<file path="src/rtl/hbg_pkg.sv">
// Shared types for the half-bridge gate command generator.
// Assumes: nothing beyond a standard SystemVerilog flow.
package hbg_pkg;

    // Which switch owns the current half of the switching cycle.
    typedef enum logic {
        HALF_LO = 1'b0,
        HALF_HI = 1'b1
    } half_e;

endpackage

</file>
<file path="src/rtl/hbg_param_latch.sv">
// Clamps the requested half-period and deadtime and holds them between
// load strobes, so the timebase only sees new values at cycle boundaries.
// Assumes: load is a single-cycle strobe from the phase timer.
module hbg_param_latch #(
    parameter int CNT_W    = 16,
    parameter int DEF_HALF = 1000,
    parameter int DEF_DEAD = 300
) (
    input  logic             clk,
    input  logic             rst_n,
    input  logic             load,
    input  logic [CNT_W-1:0] half_in,
    input  logic [CNT_W-1:0] dead_in,
    output logic [CNT_W-1:0] hp_r,
    output logic [CNT_W-1:0] dt_r
);

    localparam int RST_HP_I = (DEF_HALF < 2) ? 2 : DEF_HALF;
    localparam int RST_DT_I = (DEF_DEAD >= RST_HP_I) ? RST_HP_I - 1 : DEF_DEAD;
    localparam logic [CNT_W-1:0] RST_HP = CNT_W'(RST_HP_I);
    localparam logic [CNT_W-1:0] RST_DT = CNT_W'(RST_DT_I);
    localparam logic [CNT_W-1:0] MIN_HP = CNT_W'(2);

    logic [CNT_W-1:0] hp_clamp;
    logic [CNT_W-1:0] dt_clamp;

    // Force a usable half-period and a deadtime that leaves on-time.
    always_comb begin
        hp_clamp = (half_in < MIN_HP) ? MIN_HP : half_in;
        dt_clamp = (dead_in >= hp_clamp) ? (hp_clamp - 1'b1) : dead_in;
    end

    // Capture the clamped pair only on a load strobe.
    always_ff @(posedge clk) begin
        if (!rst_n) begin
            hp_r <= RST_HP;
            dt_r <= RST_DT;
        end else if (load) begin
            hp_r <= hp_clamp;
            dt_r <= dt_clamp;
        end
    end

    p_dead_clamped_r5: assert property (@(posedge clk) disable iff (!rst_n)
        (dt_r < hp_r) && (hp_r >= MIN_HP));

    p_hold_between_loads_r6: assert property (@(posedge clk) disable iff (!rst_n)
        !load |=> ($stable(hp_r) && $stable(dt_r)));

endmodule

</file>
<file path="src/rtl/hbg_phase_timer.sv">
// Timebase: counts clocks within each half-cycle and alternates between
// the low-side and high-side halves. Always starts in the low-side half.
// Assumes: hp_r is at least 2 and is only changed when load is high.
module hbg_phase_timer
    import hbg_pkg::*;
#(
    parameter int CNT_W = 16
) (
    input  logic             clk,
    input  logic             rst_n,
    input  logic             enable,
    input  logic [CNT_W-1:0] hp_r,
    output logic             running,
    output half_e            half,
    output logic [CNT_W-1:0] cnt,
    output logic             load
);

    logic half_end;

    // Detect the last clock of the current half and the load points.
    always_comb begin
        half_end = (cnt == hp_r - 1'b1);
        load     = enable && (!running || (half_end && half == HALF_HI));
    end

    // Advance the count, flip halves, restart low side on enable.
    always_ff @(posedge clk) begin
        if (!rst_n || !enable) begin
            running <= 1'b0;
            half    <= HALF_LO;
            cnt     <= '0;
        end else if (!running) begin
            running <= 1'b1;
            half    <= HALF_LO;
            cnt     <= '0;
        end else if (half_end) begin
            cnt  <= '0;
            half <= (half == HALF_LO) ? HALF_HI : HALF_LO;
        end else begin
            cnt <= cnt + 1'b1;
        end
    end

    p_cnt_bound_r1: assert property (@(posedge clk) disable iff (!rst_n)
        running |-> (cnt < hp_r));

    p_start_low_r8: assert property (@(posedge clk) disable iff (!rst_n)
        (enable && !running) |=> (half == HALF_LO && cnt == '0));

endmodule

</file>
<file path="src/rtl/hbg_output_stage.sv">
// Registers the two gate commands from the timebase state, applies the
// bootstrap qualification to the high side and marks low-side falls.
// Assumes: dt_r < hp_r, so each half has at least one on clock.
module hbg_output_stage
    import hbg_pkg::*;
#(
    parameter int CNT_W = 16
) (
    input  logic             clk,
    input  logic             rst_n,
    input  logic             enable,
    input  logic             boot_ok,
    input  logic             running,
    input  half_e            half,
    input  logic [CNT_W-1:0] cnt,
    input  logic [CNT_W-1:0] dt_r,
    output logic             gate_lo,
    output logic             gate_hi,
    output logic             lo_tick
);

    logic past_dead;
    logic lo_next;
    logic hi_next;

    // Decide what each command should be after this edge.
    always_comb begin
        past_dead = (cnt >= dt_r);
        lo_next   = enable && running && (half == HALF_LO) && past_dead;
        hi_next   = enable && running && boot_ok && (half == HALF_HI) && past_dead;
    end

    // Register the commands and the low-side fall marker.
    always_ff @(posedge clk) begin
        if (!rst_n) begin
            gate_lo <= 1'b0;
            gate_hi <= 1'b0;
            lo_tick <= 1'b0;
        end else begin
            gate_lo <= lo_next;
            gate_hi <= hi_next;
            lo_tick <= gate_lo && !lo_next;
        end
    end

    p_no_overlap_r3: assert property (@(posedge clk) disable iff (!rst_n)
        !(gate_lo && gate_hi));

    p_off_when_disabled_r2: assert property (@(posedge clk) disable iff (!rst_n)
        !enable |=> (!gate_lo && !gate_hi));

    p_hi_needs_boot_r4: assert property (@(posedge clk) disable iff (!rst_n)
        !boot_ok |=> !gate_hi);

    p_tick_on_fall_r7: assert property (@(posedge clk) disable iff (!rst_n)
        lo_tick |-> (!gate_lo && $past(gate_lo)));

endmodule

</file>
<file path="src/rtl/hb_gate_driver.sv">
// Top level: complementary half-bridge gate commands with programmable
// half-period and deadtime, high-side bootstrap gating and a per-cycle
// low-side tick. Assumes synchronous inputs in the clk domain.
module hb_gate_driver
    import hbg_pkg::*;
#(
    parameter int CNT_W    = 16,
    parameter int DEF_HALF = 1000,
    parameter int DEF_DEAD = 300
) (
    input  logic             clk,
    input  logic             rst_n,
    input  logic             enable,
    input  logic [CNT_W-1:0] half_period,
    input  logic [CNT_W-1:0] dead_time,
    input  logic             boot_ok,
    output logic             gate_lo,
    output logic             gate_hi,
    output logic             lo_tick
);

    logic             running;
    half_e            half;
    logic [CNT_W-1:0] cnt;
    logic             load;
    logic [CNT_W-1:0] hp_r;
    logic [CNT_W-1:0] dt_r;

    hbg_param_latch #(
        .CNT_W    (CNT_W),
        .DEF_HALF (DEF_HALF),
        .DEF_DEAD (DEF_DEAD)
    ) u_latch (
        .clk     (clk),
        .rst_n   (rst_n),
        .load    (load),
        .half_in (half_period),
        .dead_in (dead_time),
        .hp_r    (hp_r),
        .dt_r    (dt_r)
    );

    hbg_phase_timer #(
        .CNT_W (CNT_W)
    ) u_timer (
        .clk     (clk),
        .rst_n   (rst_n),
        .enable  (enable),
        .hp_r    (hp_r),
        .running (running),
        .half    (half),
        .cnt     (cnt),
        .load    (load)
    );

    hbg_output_stage #(
        .CNT_W (CNT_W)
    ) u_out (
        .clk     (clk),
        .rst_n   (rst_n),
        .enable  (enable),
        .boot_ok (boot_ok),
        .running (running),
        .half    (half),
        .cnt     (cnt),
        .dt_r    (dt_r),
        .gate_lo (gate_lo),
        .gate_hi (gate_hi),
        .lo_tick (lo_tick)
    );

endmodule

</file>
<file path="config.mk">
export PLATFORM = sky130hd
export DESIGN_NAME = hb_gate_driver
export DESIGN_NICKNAME = d
export VERILOG_FILES = /design/src/rtl/hbg_pkg.sv /design/src/rtl/hbg_param_latch.sv /design/src/rtl/hbg_phase_timer.sv /design/src/rtl/hbg_output_stage.sv /design/src/rtl/hb_gate_driver.sv
export SDC_FILE = /design/constraint.sdc
export NUM_CORES = 1
export LEC_CHECK = 0
export ABC_AREA = 1
export BUFFER_PORTS_ARGS = -buffer_cell sky130_fd_sc_hd__buf_2
export CORE_ASPECT_RATIO = 0.9
export CORE_MARGIN = 2
export CORE_UTILIZATION = 40
export CTS_CLUSTER_SIZE = 16
export DETAILED_ROUTE_END_ITERATION = 16
export SLEW_MARGIN = 20
export SYNTH_ARGS = -nofsm -noshare
export SYNTH_HDL_FRONTEND = slang
export SYNTH_SLANG_ARGS = --single-unit
</file>
<file path="constraint.sdc">
create_clock -name clk -period 2.8 [get_ports clk]
set_input_delay 0.56 -clock clk [delete_from_list [all_inputs] [get_ports clk]]
set_output_delay 0.56 -clock clk [all_outputs]
set_load 0.01 [all_outputs]
</file>
======== After elaboration in Yosys (flattened, before gate mapping) ========
Cells that the tools add are included.
word-level totals
  flip-flop bits (word level) ............. 53
  input port bits ......................... 36
  output and inout bits ................... 3
  word-level logic and storage cells ...... 38
operators by class
  add/sub/neg operators ................... 3
  magnitude comparators ................... 3
  eq/ne operators ......................... 1
  mux-type cells .......................... 4
  bitwise gates (word level) .............. 2
  reductions and logical operators ........ 17
operator list
  cell                     count
  $ge A16 B16 Y1           2
  $mux W16                 2
  $sub A16 B1 Y16 const B  2
  $add A16 B1 Y16 const B  1
  $eq A16 B16 Y1           1
  $lt A16 B2 Y1 const B    1
  $logic_and A1 B1 Y1      9
  $logic_not A1 Y1         4
  $reduce_or A3 Y1         1
  $logic_or A1 B1 Y1       2
  $mux W1                  2
  $not A1 Y1               2
  $reduce_or A2 Y1         1

======== Depth between registers and ports, before layout ========
Gate-level depths: netlist (run 1).
  depth after elaboration ................. 5
  mapped depth ............................ 20
  gate-level depth less buffers ........... 19

======== Hierarchy ========
A second synthesis (run 1) with hierarchy kept.
second synthesis, totals
  cell total of the unflattened synthesis .. 616
  area total of the unflattened synthesis .. 4076.4 µm²
modules (own cells, without submodules)
  module            instances  cells each  area an instance (µm²)  seq. area each (µm²)
  hbg_param_latch   1          301         2108.3                  640.6
  hbg_phase_timer   1          233         1420.1                  360.3
  hbg_output_stage  1          82          548.0                   60.1

======== Worst setup path before layout (run 1) ========
OpenSTA, ideal clock, no wires.
  kind .................................... input -> register
  start point ............................. input half_period[2]
  end point ............................... register u_latch.dt_r[3]
  data arrival time ....................... 2.456 ns
  slack ................................... 0.211 ns
  stages .................................. 17
  path buffers ............................ 1
  cell sequence ........................... nor2_1 -> nand2_1 -> nor2_1 -> nand2_1 -> nand2_1 -> inv_1 -> ha_1 -> a21oi_1 -> nor2_1 -> o21ai_0 -> nand2_1 -> nand2_1 -> nand3_1 -> clkbuf_1 -> or2_2 -> nand4_1 -> nand3_1
between the ends
  word-level cells in the longest chain between the ends .. 4
ends and longest elaborated chain
  element                                            line                   source
  start, declared                                    hb_gate_driver.sv:14   input logic [CNT_W-1:0] half_period,
  $lt A16 B2 Y1                                      hbg_param_latch.sv:29  hp_clamp = (half_in < MIN_HP) ? MIN_HP : half_in;
  $mux W16 *                                         hbg_param_latch.sv:29
  $sub A16 B1 Y16 or $ge A16 B16 Y1 (tied branches)  hbg_param_latch.sv:30  dt_clamp = (dead_in >= hp_clamp) ? (hp_clamp - 1'b1) : dead_in;
  $mux W16 *                                         hbg_param_latch.sv:30
  end signal, assigned                               hbg_param_latch.sv:40  dt_r <= dt_clamp;
  end, declared                                      hbg_param_latch.sv:15  output logic [CNT_W-1:0] dt_r
Mark *: on every way between the ends. The rest lies on a longest branch, timed or not.
A chain may end at the register's enable or synchronous reset.

======== Worst setup path in the final report (run 1) ========
  start point ............................. input half_period[13]
  end point ............................... register u_latch.dt_r[3]
Same word-level chain as after synthesis.

==> results summary, run 1 <==
The run finished with clean final reports. The number of stages on the worst hold path is 2. Headroom to the max-slew limit came out at 60.8%. The number of buffers inserted during clock tree synthesis came out at 5. The root buffer cell chosen for the clock tree is clkbuf_16. The number of cells on the worst reg-to-reg path is 13.

The total grt overflow came out at 0. STA classifies the critical path startpoint as an input port. The count of cell types in the netlist came out at 39. The synthesized netlist devotes a little under two fifths of its cell area to simple gates. The clock tree synthesis step divided the H-tree into 2 levels. The count of fill cells added during filler insertion is 1017. The utilization after layout is 47.1%. The final count of hold timing violations is 0. The final layout net count came out at 743.

The number of clock sinks is 53. The detailed-route via count came out at a little under 4k. The mean instance size in the synthesized netlist is 6.70 sq um. The critical path is of the in2reg type. The die outline area came out at ~0.011 sq mm. The global routing usage summed across all routing layers is 18.7%.

The via count of the first global-routing pass came to 3771. The first-pass detailed-route iteration total came out at 4. The total standard cell area after synthesis is about 0.004 sq mm. For this configuration, the core starts out at a cell density of between 40% and 50%. The met3 capacity usage during global routing came out at 2.90%. The worst clock skew came out at 4.40 ps. The count of synthesis-stage warnings from yosys is 0.

The routed length per instance came out at between 10 and 15 microns. The count of buffers from port buffering is 38. The placeable core area is 0.0101 sq mm.

The arrival time reported for the critical path endpoint is roughly 2700 ps. Data on the critical path is required at its endpoint by 2980 ps. The transition time at the pin with the least slew margin came out at 586 ps. Multiplexer cells account for 0% of the synthesized area. The worst hold slack after final layout came out at roughly 440 ps.

The post-route clock period utilization is a little over 90%. The die is 100 microns tall. The register clock-pin slew on the reported worst setup and hold paths is 80 ps. At the placement stage, the worst setup path has a slack of -104 ps.

TritonCTS built the clock tree. The met2 layer usage reported by global route is 31.9%. The post-synthesis register bit count came out at 53. The total I/O pin count is 39. The cell taking the most area after synthesis is dfxtp_1. The latest clock arrival within the worst-skew pair is 290 ps. Dividing total power by cell area gives a power density of 400 mW/mm^2.

The peak fanout along the critical path came out at 10. The placed wire-length estimate after detailed placement came out at 8210 microns. The detail route stage leaves a number of antenna-violating nets equal to 0. The top-area cell type share of the netlist area came out at 25.8%. The post-CTS setup repair buffer count came out at 0.

Including well taps, the total number of placed cells is 795. The post-route DRC violation count is 0. The met1 usage is approximately a quarter. The peak supply drop came out at 0.000305 V.

The final standard cell count with taps included and fillers excluded is approximately 800. Dividing the detail-routed via count by the number of cells gives 4.93. The starting DRC count in detailed routing came out at 113. The deepest clock path buffer count came out at 2. The fraction of the mapped netlist area in compound gates came out at 9.78%. Counting every instance in the synthesized netlist gives 615. The cell area after placement is 0.00460 sq mm. By area, the combinational part of the netlist is dominated by simple AND/OR/NAND/NOR gates. The maximum operating frequency came out at 392 MHz. The ratio of cells with drive above 1 in the final layout is 18.5%. Setup repair after global routing left no endpoint under its margin. The max-cap violation count is 0. The number of nets in the synthesized netlist came out at 685. After detailed routing, the total wire length is about 10000 microns. Ranked by total cell area, the synthesized netlist is headed by dfxtp_1 26%, nand2_1 15%, ha_1 10%.

The number of antenna violations at the first check in global routing came to 1. The layer flagged by global routing as most heavily used is met2. The reg2reg setup slack is 440 ps. The synthesized netlist devotes between 10 and 15% of its cell area to adder and majority cells. The initialized floorplan defines 35 standard-cell rows.

The area share of xor/xnor cells in the synthesized design is about 6.4%. The path class of the tightest hold or removal check is reg2reg. The die span in x came out at 111 microns.

Entering global routing, the biggest net connects 35 pins. The area growth from synthesis to final layout came out at 15.6%. Summed over all cells, the static leakage comes to 2.26 nW. The wire length of the first global-routing pass came out at 17300 microns. The repair_antennas step left the layout with diodes totalling 0. The minimum setup slack in the final design came out at between 200 and 300 ps.

The worst setup path is captured at a flip-flop. Summing all non-filler instances in the final layout gives an area of 0.00476 sq mm. The total count of max-transition violations in the final report was 0. Subtracting the final worst setup slack from the clock period gives 2550 ps. The sequential area share after synthesis came out at 25.8%. The congestion estimate from routability-driven global placement came to ~0.94. The setup violation total in the final timing report came out at 0.
## routing by layer
| layer | wire (microns) | vias to the layer above |
|---|---|---|
| met5 | 7 | - |
| met4 | 197 | 2 |
| met3 | 402 | 21 |
| met2 | 4370 | 73 |
| met1 | 5030 | 1776 |
| li1 | - | 2085 |
## kinds of logic (layout without fill, tap and decap cells)
kind of cell,count (synthesis),in the layout
buffers and inverters,93,152
xor gates and xnor gates,30,30
adders and majority gates,34,34
DFF,53,53
AOI/OAI and AO/OA,68,68
and+or+nand+nor,337,337
## synthesized netlist by cell type
library cell	count
a21boi_0	1
a21o_1	1
a21oi_1	32
a21oi_2	10
a31oi_1	1
buf_2	4
buf_4	1
buf_6	3
buf_8	2
clkbuf_1	7
clkinv_1	1
dfxtp_1	53
ha_1	34
inv_1	71
inv_2	4
nand2_1	161
nand2_2	3
nand2_4	2
nand3_1	56
nand3_2	12
nand3_4	1
nand3b_1	4
nand4_1	8
nor2_1	67
nor2_2	4
nor2_4	4
nor3_1	6
nor3_2	1
nor3b_1	2
nor3b_2	1
o21a_1	2
o21ai_0	15
o21ai_1	1
o21bai_1	3
o311ai_0	1
o31ai_1	1
or2_2	5
xnor2_1	8
xor2_1	22
## area by class of cell
cell class	count	area (sq um)	area share, %
Multi-Input combinational cell	469	2660	55.9
Inverter	76	285	5.99
Clock buffer	5	125	2.63
Timing Repair Buffer	68	440	9.25
Clock inverter	3	28.8	0.604
Sequential cell	53	1060	22.3
Tap cell	129	161	3.39
## cell usage in the layout, fill, tap and decap left out, types with 2 or more instances in the layout
cell type,n
a21oi_1,32
a21oi_2,10
buf_12,2
buf_2,38
buf_4,28
clkbuf_16,5
dfxtp_1,53
ha_1,34
inv_1,71
inv_2,4
nand2_1,161
nand2_2,3
nand2_4,2
nand3_1,56
nand3_2,12
nand3b_1,4
nand4_1,8
nor2_1,65
nor2_2,6
nor2_4,4
nor3_1,6
nor3b_1,2
o21a_1,2
o21ai_0,14
o21ai_1,2
o21bai_1,3
or2_2,5
xnor2_1,8
xor2_1,22
## flip-flops by register name (all words and copies together) (netlist names)
register,flops
u_latch.hp_r,16
u_out.gate_hi,1
u_timer.running,1
u_out.gate_lo,1
u_timer.half,1
u_out.lo_tick,1
u_latch.dt_r,16
u_timer.cnt,16
## stage by stage
step           power (W)  setup TNS [ps]
3_3_place_gp     0.00126           -3.67
3_5_place_dp     0.00127            -561
4_1_cts          0.00192               0
6_report         0.00190               0
2_1_floorplan    0.00112               0
5_1_grt          0.00201               0
## report_power, final
part	switching, W	internal (W)
logic	0.000253	0.000178
registers	0.0000316	0.000787
clock network	0.000310	0.000344
total	0.000595	0.00131
## repair_timing
item / CTS / global route
hold buffers: 0 / 0
gates resized for setup: 0 / 3
endpoints found under the hold margin: 0 / 0
setup endpoints to repair: 0 / 4
## worst max-delay path, stage by stage
cell and delay, ps:
buf_2 110, nor2_1 130, nand2_1 70, nor2_1 140
nand2_1 90, nand2_1 100, inv_1 60, ha_1 290
a21oi_1 150, nor2_1 60, o21ai_1 120, nand2_1 70
nand2_1 50, nand3_1 100, buf_4 190, or2_2 270
nand4_1 90, nand3_1 60
## final timing paths
kind / start / endpoint
setup / recovery: half_period[13] / u_latch.dt_r[3]$_SDFFE_PN1P_
hold / removal: u_out.gate_lo$_SDFF_PN0_ / u_out.lo_tick$_SDFF_PN0_
setup reg to reg: u_latch.hp_r[0]$_SDFFE_PN0P_ / u_latch.hp_r[14]$_SDFFE_PN0P_
hold reg to reg: u_out.gate_lo$_SDFF_PN0_ / u_out.lo_tick$_SDFF_PN0_
No activity file was read; power rests on OpenSTA's default activity.
==> run 2, diff against run 1 <==
--- a/config.mk
+++ b/config.mk
@@ -17,2 +17,3 @@
 export SYNTH_HDL_FRONTEND = slang
 export SYNTH_SLANG_ARGS = --single-unit
+export TNS_END_PERCENT = 1
==> constraint.sdc (replaced) <==
create_clock -name clk -period 2.8 [get_ports clk]
set_input_delay 0.42 -clock clk [delete_from_list [all_inputs] [get_ports clk]]
set_output_delay 0.42 -clock clk [all_outputs]
set_load 0.01 [all_outputs]
==> results summary, run 2 (same netlist as run 1, synthesis figures left out) <==
The via density per instance came out at 4.85 (was 4.93). The placed wire-length estimate after detailed placement came out at 8080 microns (was 8210 microns). Regs by FF count: u_latch.dt_r: 16 flops, u_latch.hp_r: 16 flops, u_timer.cnt: 16 flops (unchanged).

The number of rows created at floorplan came out at 35 (unchanged). The H-tree depth reported by CTS is 2 (unchanged). The most frequent standard cell in the layout excluding fill and tap cells is nand2_1 (unchanged).

The endpoint required time on the critical path came to 3020 ps (was 2980 ps). The combinational power share is 20.7% (was 22.7%). The class of the worst hold path is in2reg (was reg2reg). The sequential fraction of design power is 42.0% (was 43.0%). The final period demand of the worst path came out at 2570 ps (was 2550 ps). The wire length of the first global-routing pass is 17000 microns (was 17300 microns).

The peak fanout along the critical path came out at 18 (was 10). The post-route DRC violation count came out at 0 (unchanged). The final instance area is 0.00467 sq mm (was 0.00476 sq mm). Top library cells by usage in the layout, fill and taps aside: 161 x nand2_1, 70 x inv_1, 67 x nor2_1 (was 161 x nand2_1, 71 x inv_1, 65 x nor2_1).

The total grt overflow is 0 (unchanged). The post-CTS setup repair buffer count came out at 0 (unchanged). The number of antenna cells inserted is 0 (unchanged).

The startpoint class of the critical path is a flip-flop (was input port). The detailed-route via count is 3840 (was 3957). The peak supply drop is 0.000229 V (was 0.000305 V). The largest net degree at the start of global routing came to 35 (unchanged). The number of clock sinks is 53 (unchanged). The post-route setup TNS is 0 ps (unchanged). The latest clock arrival within the worst-skew pair came out at 300 ps (was 290 ps).

The count of fill cells added during filler insertion was 1005 (was 1017). The final standard cell count with taps included and fillers excluded came out at 792 (was 803). The net switching fraction of the power is 29.4% (was 31.2%). The total I/O pin count came out at 39 (unchanged). The relative max-transition margin came out at 63.1% (was 60.8%). The ratio of cells with drive above 1 in the final layout came out at 17.0% (was 18.5%). The utilization after layout was 46.2% (was 47.1%).

The placeable core area was 0.0101 sq mm (unchanged). RSZ-0062 raised after global routing: no (unchanged). The via count of the first global-routing pass came out at 3693 (was 3771). The clock network power share came to 37.3% (was 34.3%). The post-route clock period utilization is 91.8% (was 91.0%).

The hold buffer count at CTS was 0 (unchanged). The area taken by flip-flops and latches came out at 0.00106 sq mm (unchanged). The minimum setup slack in the final design is 228 ps (was 251 ps). The endpoint class of the critical path is a flip-flop (unchanged).

The power per unit of standard cell area is 418 mW/mm^2 (was 400 mW/mm^2). The area taken by multi-input logic gates came out at 0.00266 sq mm (about the same). The register clock-pin slew on the reported worst setup and hold paths is 80 ps (about the same). The number of antenna violations at the first check in global routing is 1 (unchanged). The max-cap violation count came to 0 (unchanged). The first-pass detailed-route iteration total is 4 (unchanged). The total count of max-transition violations in the final report is 0 (unchanged). The die height is 100 microns (unchanged). The internal power component is 0.00138 W (was 0.00131 W).

The TritonCTS clock tree is yes (unchanged). The worst clock skew is 10.8 ps (was 4.40 ps). The die outline area is 0.0111 sq mm (unchanged). The routed length per instance came out at 12.4 microns (was 12.5 microns). The placed instance count came out at 784 (was 795). The cell area after placement came to 0.00450 sq mm (was 0.00460 sq mm). The deepest clock path buffer count came out at 2 (unchanged).

The standby leakage power came to 2.21 nW (was 2.26 nW). The critical path class is reg2reg (was in2reg). The number of nets still failing antenna checks after routing is 0 (unchanged). The placer congestion estimate is 0.875 (was 0.938). The count of buffers from port buffering came out at 38 (unchanged). The final layout net count came to 732 (was 743). The area growth from synthesis to final layout came to 13.4% (was 15.6%). The pre-CTS setup slack came out at 25.3 ps (was -104 ps).

The global routing usage summed across all routing layers is 18.4% (was 18.7%). The die span in x is 111 microns (unchanged). The final count of hold timing violations is 0 (unchanged). The transition time at the pin with the least slew margin came out at 552 ps (was 586 ps). The maximum operating frequency came to 389 MHz (was 392 MHz).

The clock root buffer master is clkbuf_16 (unchanged). The arrival time reported for the critical path endpoint came out at 2800 ps (was 2730 ps). Result of the run: finished clean (unchanged). The starting utilization of the core area is 40.7% (unchanged). The starting DRC count in detailed routing came out at 107 (was 113). The setup violation total in the final timing report is 0 (unchanged). The total length of routed wires is 9800 microns (was 10000 microns). The number of buffers inserted during clock tree synthesis is 5 (unchanged). The power dissipated by switching net loads is 0.000574 W (was 0.000595 W).
-- run 2: critical path, cell delays in order (launching register included) --
cell and delay [ps]:
dfxtp_1 460, inv_2 70, ha_1 310, xnor2_1 130, nor2_1 140, o21ai_0 140, nor2_1 140, nand3_2 100
nor2_4 130, nand3_2 110, nand2_4 230, buf_4 270, nand3_1 110, a21oi_1 160
-- run 2: metrics by stage --
stage | total power [W] | hold WS [ps]
finish | 0.00195 | 423
global route | 0.00207 | 448
CTS | 0.00197 | 418
detailed placement | 0.00124 | 431
global placement | 0.00124 | 422
floorplan | 0.00112 | 429
-- run 2: layout make-up --
| type | count | share of cell area (%) |
|---|---|---|
| Clock buffer | 5 | 2.68 |
| Clock inverter | 3 | 1.07 |
| Inverter | 76 | 6.11 |
| Multi-Input combinational cell | 469 | 56.8 |
| Sequential cell | 53 | 22.7 |
| Tap cell | 129 | 3.46 |
| Timing Repair Buffer | 57 | 7.13 |
-- run 2: power by group through the flow --
| stage | clock (W) | sequential, W | combinational [W] |
|---|---|---|---|
| after global routing | 0.000774 | 0.000823 | 0.000469 |
| final | 0.000728 | 0.000819 | 0.000404 |
| after detailed placement | 0 | 0.000837 | 0.000405 |
| after CTS | 0.000746 | 0.000819 | 0.000407 |
| after floorplan | 0 | 0.000827 | 0.000298 |
| after global placement | 0 | 0.000836 | 0.000399 |
-- run 2: metal layers --
layer	track usage [%]	part of all wire (%)	up-vias
met5	0	0.071	-
met4	4.81	1.3	2
met3	3.08	4.1	15
met2	30.6	43	72
met1	25.1	52	1683
li1	-	-	2068
-- run 2: path summary, 6_finish.rpt --
path                                              startpoint                      endpoint  slack, ps  cells after the start
worst min register to register      u_out.gate_lo$_SDFF_PN0_      u_out.lo_tick$_SDFF_PN0_        440                      2
worst max register to register  u_latch.hp_r[0]$_SDFFE_PN0P_  u_latch.hp_r[1]$_SDFFE_PN0P_        230                     13
worst max-delay path            u_latch.hp_r[0]$_SDFFE_PN0P_  u_latch.hp_r[1]$_SDFFE_PN0P_        230                     13
worst min-delay path                          half_period[8]  u_latch.hp_r[8]$_SDFFE_PN1P_        420                      3
-- run 2: timing repair --
| item | CTS | global route |
|---|---|---|
| resized for setup | 0 | 1 |
| endpoints found under the hold margin | 0 | 0 |
| endpoints found under the setup margin | 0 | 2 |
==> run 3, diff against run 2 <==
--- a/config.mk
+++ b/config.mk
@@ -13,4 +13,5 @@
 export CTS_CLUSTER_SIZE = 16
 export DETAILED_ROUTE_END_ITERATION = 16
+export SETUP_SLACK_MARGIN = 0.05
 export SLEW_MARGIN = 20
 export SYNTH_ARGS = -nofsm -noshare
==> constraint.sdc (replaced) <==
create_clock -name clk -period 2.8 [get_ports clk]
set_input_delay 0.28 -clock clk [delete_from_list [all_inputs] [get_ports clk]]
set_output_delay 0.28 -clock clk [all_outputs]
set_load 0.01 [all_outputs]
==> results summary, run 3 (same netlist as run 1, synthesis figures left out) <==
The register clock-pin slew on the reported worst setup and hold paths was 80 ps (about the same). The peak fanout along the critical path is 20 (was 18). The H-tree depth reported by CTS is 2 (unchanged).

The max-cap violation count is 0 (unchanged). The starting utilization of the core area is 40.7% (unchanged). The count of buffers from port buffering came to 38 (unchanged). The number of antenna cells inserted came out at 0 (unchanged). Regs by FF count: u_latch.dt_r: 16 flops, u_latch.hp_r: 16 flops, u_timer.cnt: 16 flops (unchanged). The class of the worst hold path was in2reg (unchanged).

The placer congestion estimate came out at 0.864 (was 0.875). The minimum setup slack in the final design was 390 ps (was 228 ps). The total count of max-transition violations in the final report came out at 0 (unchanged). The post-CTS setup repair buffer count came to 0 (unchanged). The ratio of cells with drive above 1 in the final layout came out at 15.6% (was 17.0%). The post-route DRC violation count is 0 (unchanged). The critical path class was in2reg (was reg2reg). The latest clock arrival within the worst-skew pair is 300 ps (about the same).

The final count of hold timing violations is 0 (unchanged). The peak supply drop was 0.000228 V (was 0.000229 V). The relative max-transition margin is 60.1% (was 63.1%). The placed instance count is 773 (was 784). The final instance area was 0.00458 sq mm (was 0.00467 sq mm). The endpoint required time on the critical path is 2980 ps (was 3020 ps). The routed length per instance came out at 12.5 microns (was 12.4 microns).

The pre-CTS setup slack came out at 83.4 ps (was 25.3 ps). The placeable core area is 0.0101 sq mm (unchanged). The total grt overflow is 0 (unchanged). The cell area after placement came out at 0.00443 sq mm (was 0.00450 sq mm). The worst hold slack after final layout came out at 275 ps (was 423 ps). The area growth from synthesis to final layout is 11.2% (was 13.4%). The final period demand of the worst path is 2410 ps (was 2570 ps). The TritonCTS clock tree was yes (unchanged).

Result of the run: finished clean (unchanged). The number of nets still failing antenna checks after routing came to 0 (unchanged). The post-route setup TNS came to 0 ps (unchanged). The global routing usage summed across all routing layers is 18.7% (was 18.4%). The die span in x is 111 microns (unchanged).

The starting DRC count in detailed routing is 140 (was 107). The clock root buffer master was clkbuf_16 (unchanged). The number of buffers inserted during clock tree synthesis is 5 (unchanged). The final layout net count was 721 (was 732).

The count of fill cells added during filler insertion was 1066 (was 1005). RSZ-0062 raised after global routing: yes (was no). The number of rows created at floorplan is 35 (unchanged). The wire length of the first global-routing pass came to 17200 microns (was 17000 microns).

The final standard cell count with taps included and fillers excluded came to 781 (was 792). The power per unit of standard cell area was 407 mW/mm^2 (was 418 mW/mm^2). The total I/O pin count came out at 39 (unchanged). The via count of the first global-routing pass came out at 3583 (was 3693). The largest net degree at the start of global routing is 35 (unchanged).

The die height is 100 microns (unchanged). The placed wire-length estimate after detailed placement is 7960 microns (was 8080 microns). The worst clock skew was 9.27 ps (was 10.8 ps). The standby leakage power came out at 2.15 nW (was 2.21 nW). The setup violation total in the final timing report is 0 (unchanged). Top library cells by usage in the layout, fill and taps aside: 161 x nand2_1, 70 x inv_1, 67 x nor2_1 (unchanged). The first-pass detailed-route iteration total came out at 4 (unchanged). The maximum operating frequency was 415 MHz (was 389 MHz). The most frequent standard cell in the layout excluding fill and tap cells was nand2_1 (unchanged).

The via density per instance is 4.85 (about the same). The number of antenna violations at the first check in global routing came out at 0 (was 1). The deepest clock path buffer count is 2 (unchanged).

The endpoint class of the critical path was a flip-flop (unchanged). The number of clock sinks is 53 (unchanged). The post-route clock period utilization came out at 86.1% (was 91.8%). The transition time at the pin with the least slew margin came to 597 ps (was 552 ps). The total length of routed wires is 9790 microns (was 9800 microns). The die outline area came out at 0.0111 sq mm (unchanged).

The detailed-route via count is 3790 (was 3840). The arrival time reported for the critical path endpoint came out at 2590 ps (was 2800 ps). The startpoint class of the critical path is an input port (was flip-flop).
## run 3: report_power, final
part | switching (W) | internal, W | leakage, nW | total [W]
registers | 0.0000330 | 0.000787 | 0.433 | 0.000820
logic | 0.000244 | 0.000151 | 1.64 | 0.000395
clock network | 0.000306 | 0.000343 | 0.0763 | 0.000649
## run 3: per-layer routing
metal	global-route usage (%)	up-vias	routed length, microns
li1	-	2046	-
met1	26.7	1661	5080
met2	30.3	76	4220
met3	3.02	7	417
met4	3.17	0	73
met5	0	-	0
## run 3: path summary, 6_finish.rpt
| kind | from | depth (start not counted) | slack, ps | to |
|---|---|---|---|---|
| worst min-delay path | half_period[8] | 3 | 270 | u_latch.hp_r[8]$_SDFFE_PN1P_ |
| worst min register to register | u_out.gate_lo$_SDFF_PN0_ | 2 | 440 | u_out.lo_tick$_SDFF_PN0_ |
| worst max register to register | u_latch.hp_r[0]$_SDFFE_PN0P_ | 14 | 430 | u_latch.dt_r[11]$_SDFFE_PN0P_ |
| worst max-delay path | half_period[11] | 18 | 390 | u_latch.dt_r[5]$_SDFFE_PN1P_ |
## run 3: cell type report
cell class | count | area, sq um | area share, %
Inverter | 76 | 285 | 6.23
Sequential cell | 53 | 1060 | 23.2
Timing Repair Buffer | 46 | 263 | 5.74
Tap cell | 129 | 161 | 3.52
Clock inverter | 3 | 28.8 | 0.628
Multi-Input combinational cell | 469 | 2660 | 58.0
Clock buffer | 5 | 125 | 2.73
## run 3: stage by stage
| step | total power [W] | utilization, % |
|---|---|---|
| 2_1_floorplan | 0.00112 | - |
| 3_3_place_gp | 0.00123 | 43.7 |
| 3_5_place_dp | 0.00123 | 43.7 |
| 4_1_cts | 0.00189 | 45.3 |
| 5_1_grt | 0.00198 | 45.3 |
| 6_report | 0.00186 | 45.3 |
## run 3: critical path, stage by stage
cell	delay [ps]
buf_2	120
nor2_1	190
nand2_1	70
nor2_1	130
nand2_1	110
nand2_1	100
inv_1	70
ha_1	290
a21oi_1	160
nor2_1	60
o21ai_0	140
nand2_1	60
nand2_1	50
nand3_1	90
buf_4	220
or2_2	290
nand4_1	90
nand3_1	70
## run 3: repair_timing
item / CTS / global route
endpoints found under the setup margin: 0 / 4
resized for setup: 0 / 1
hold buffers: 0 / 0
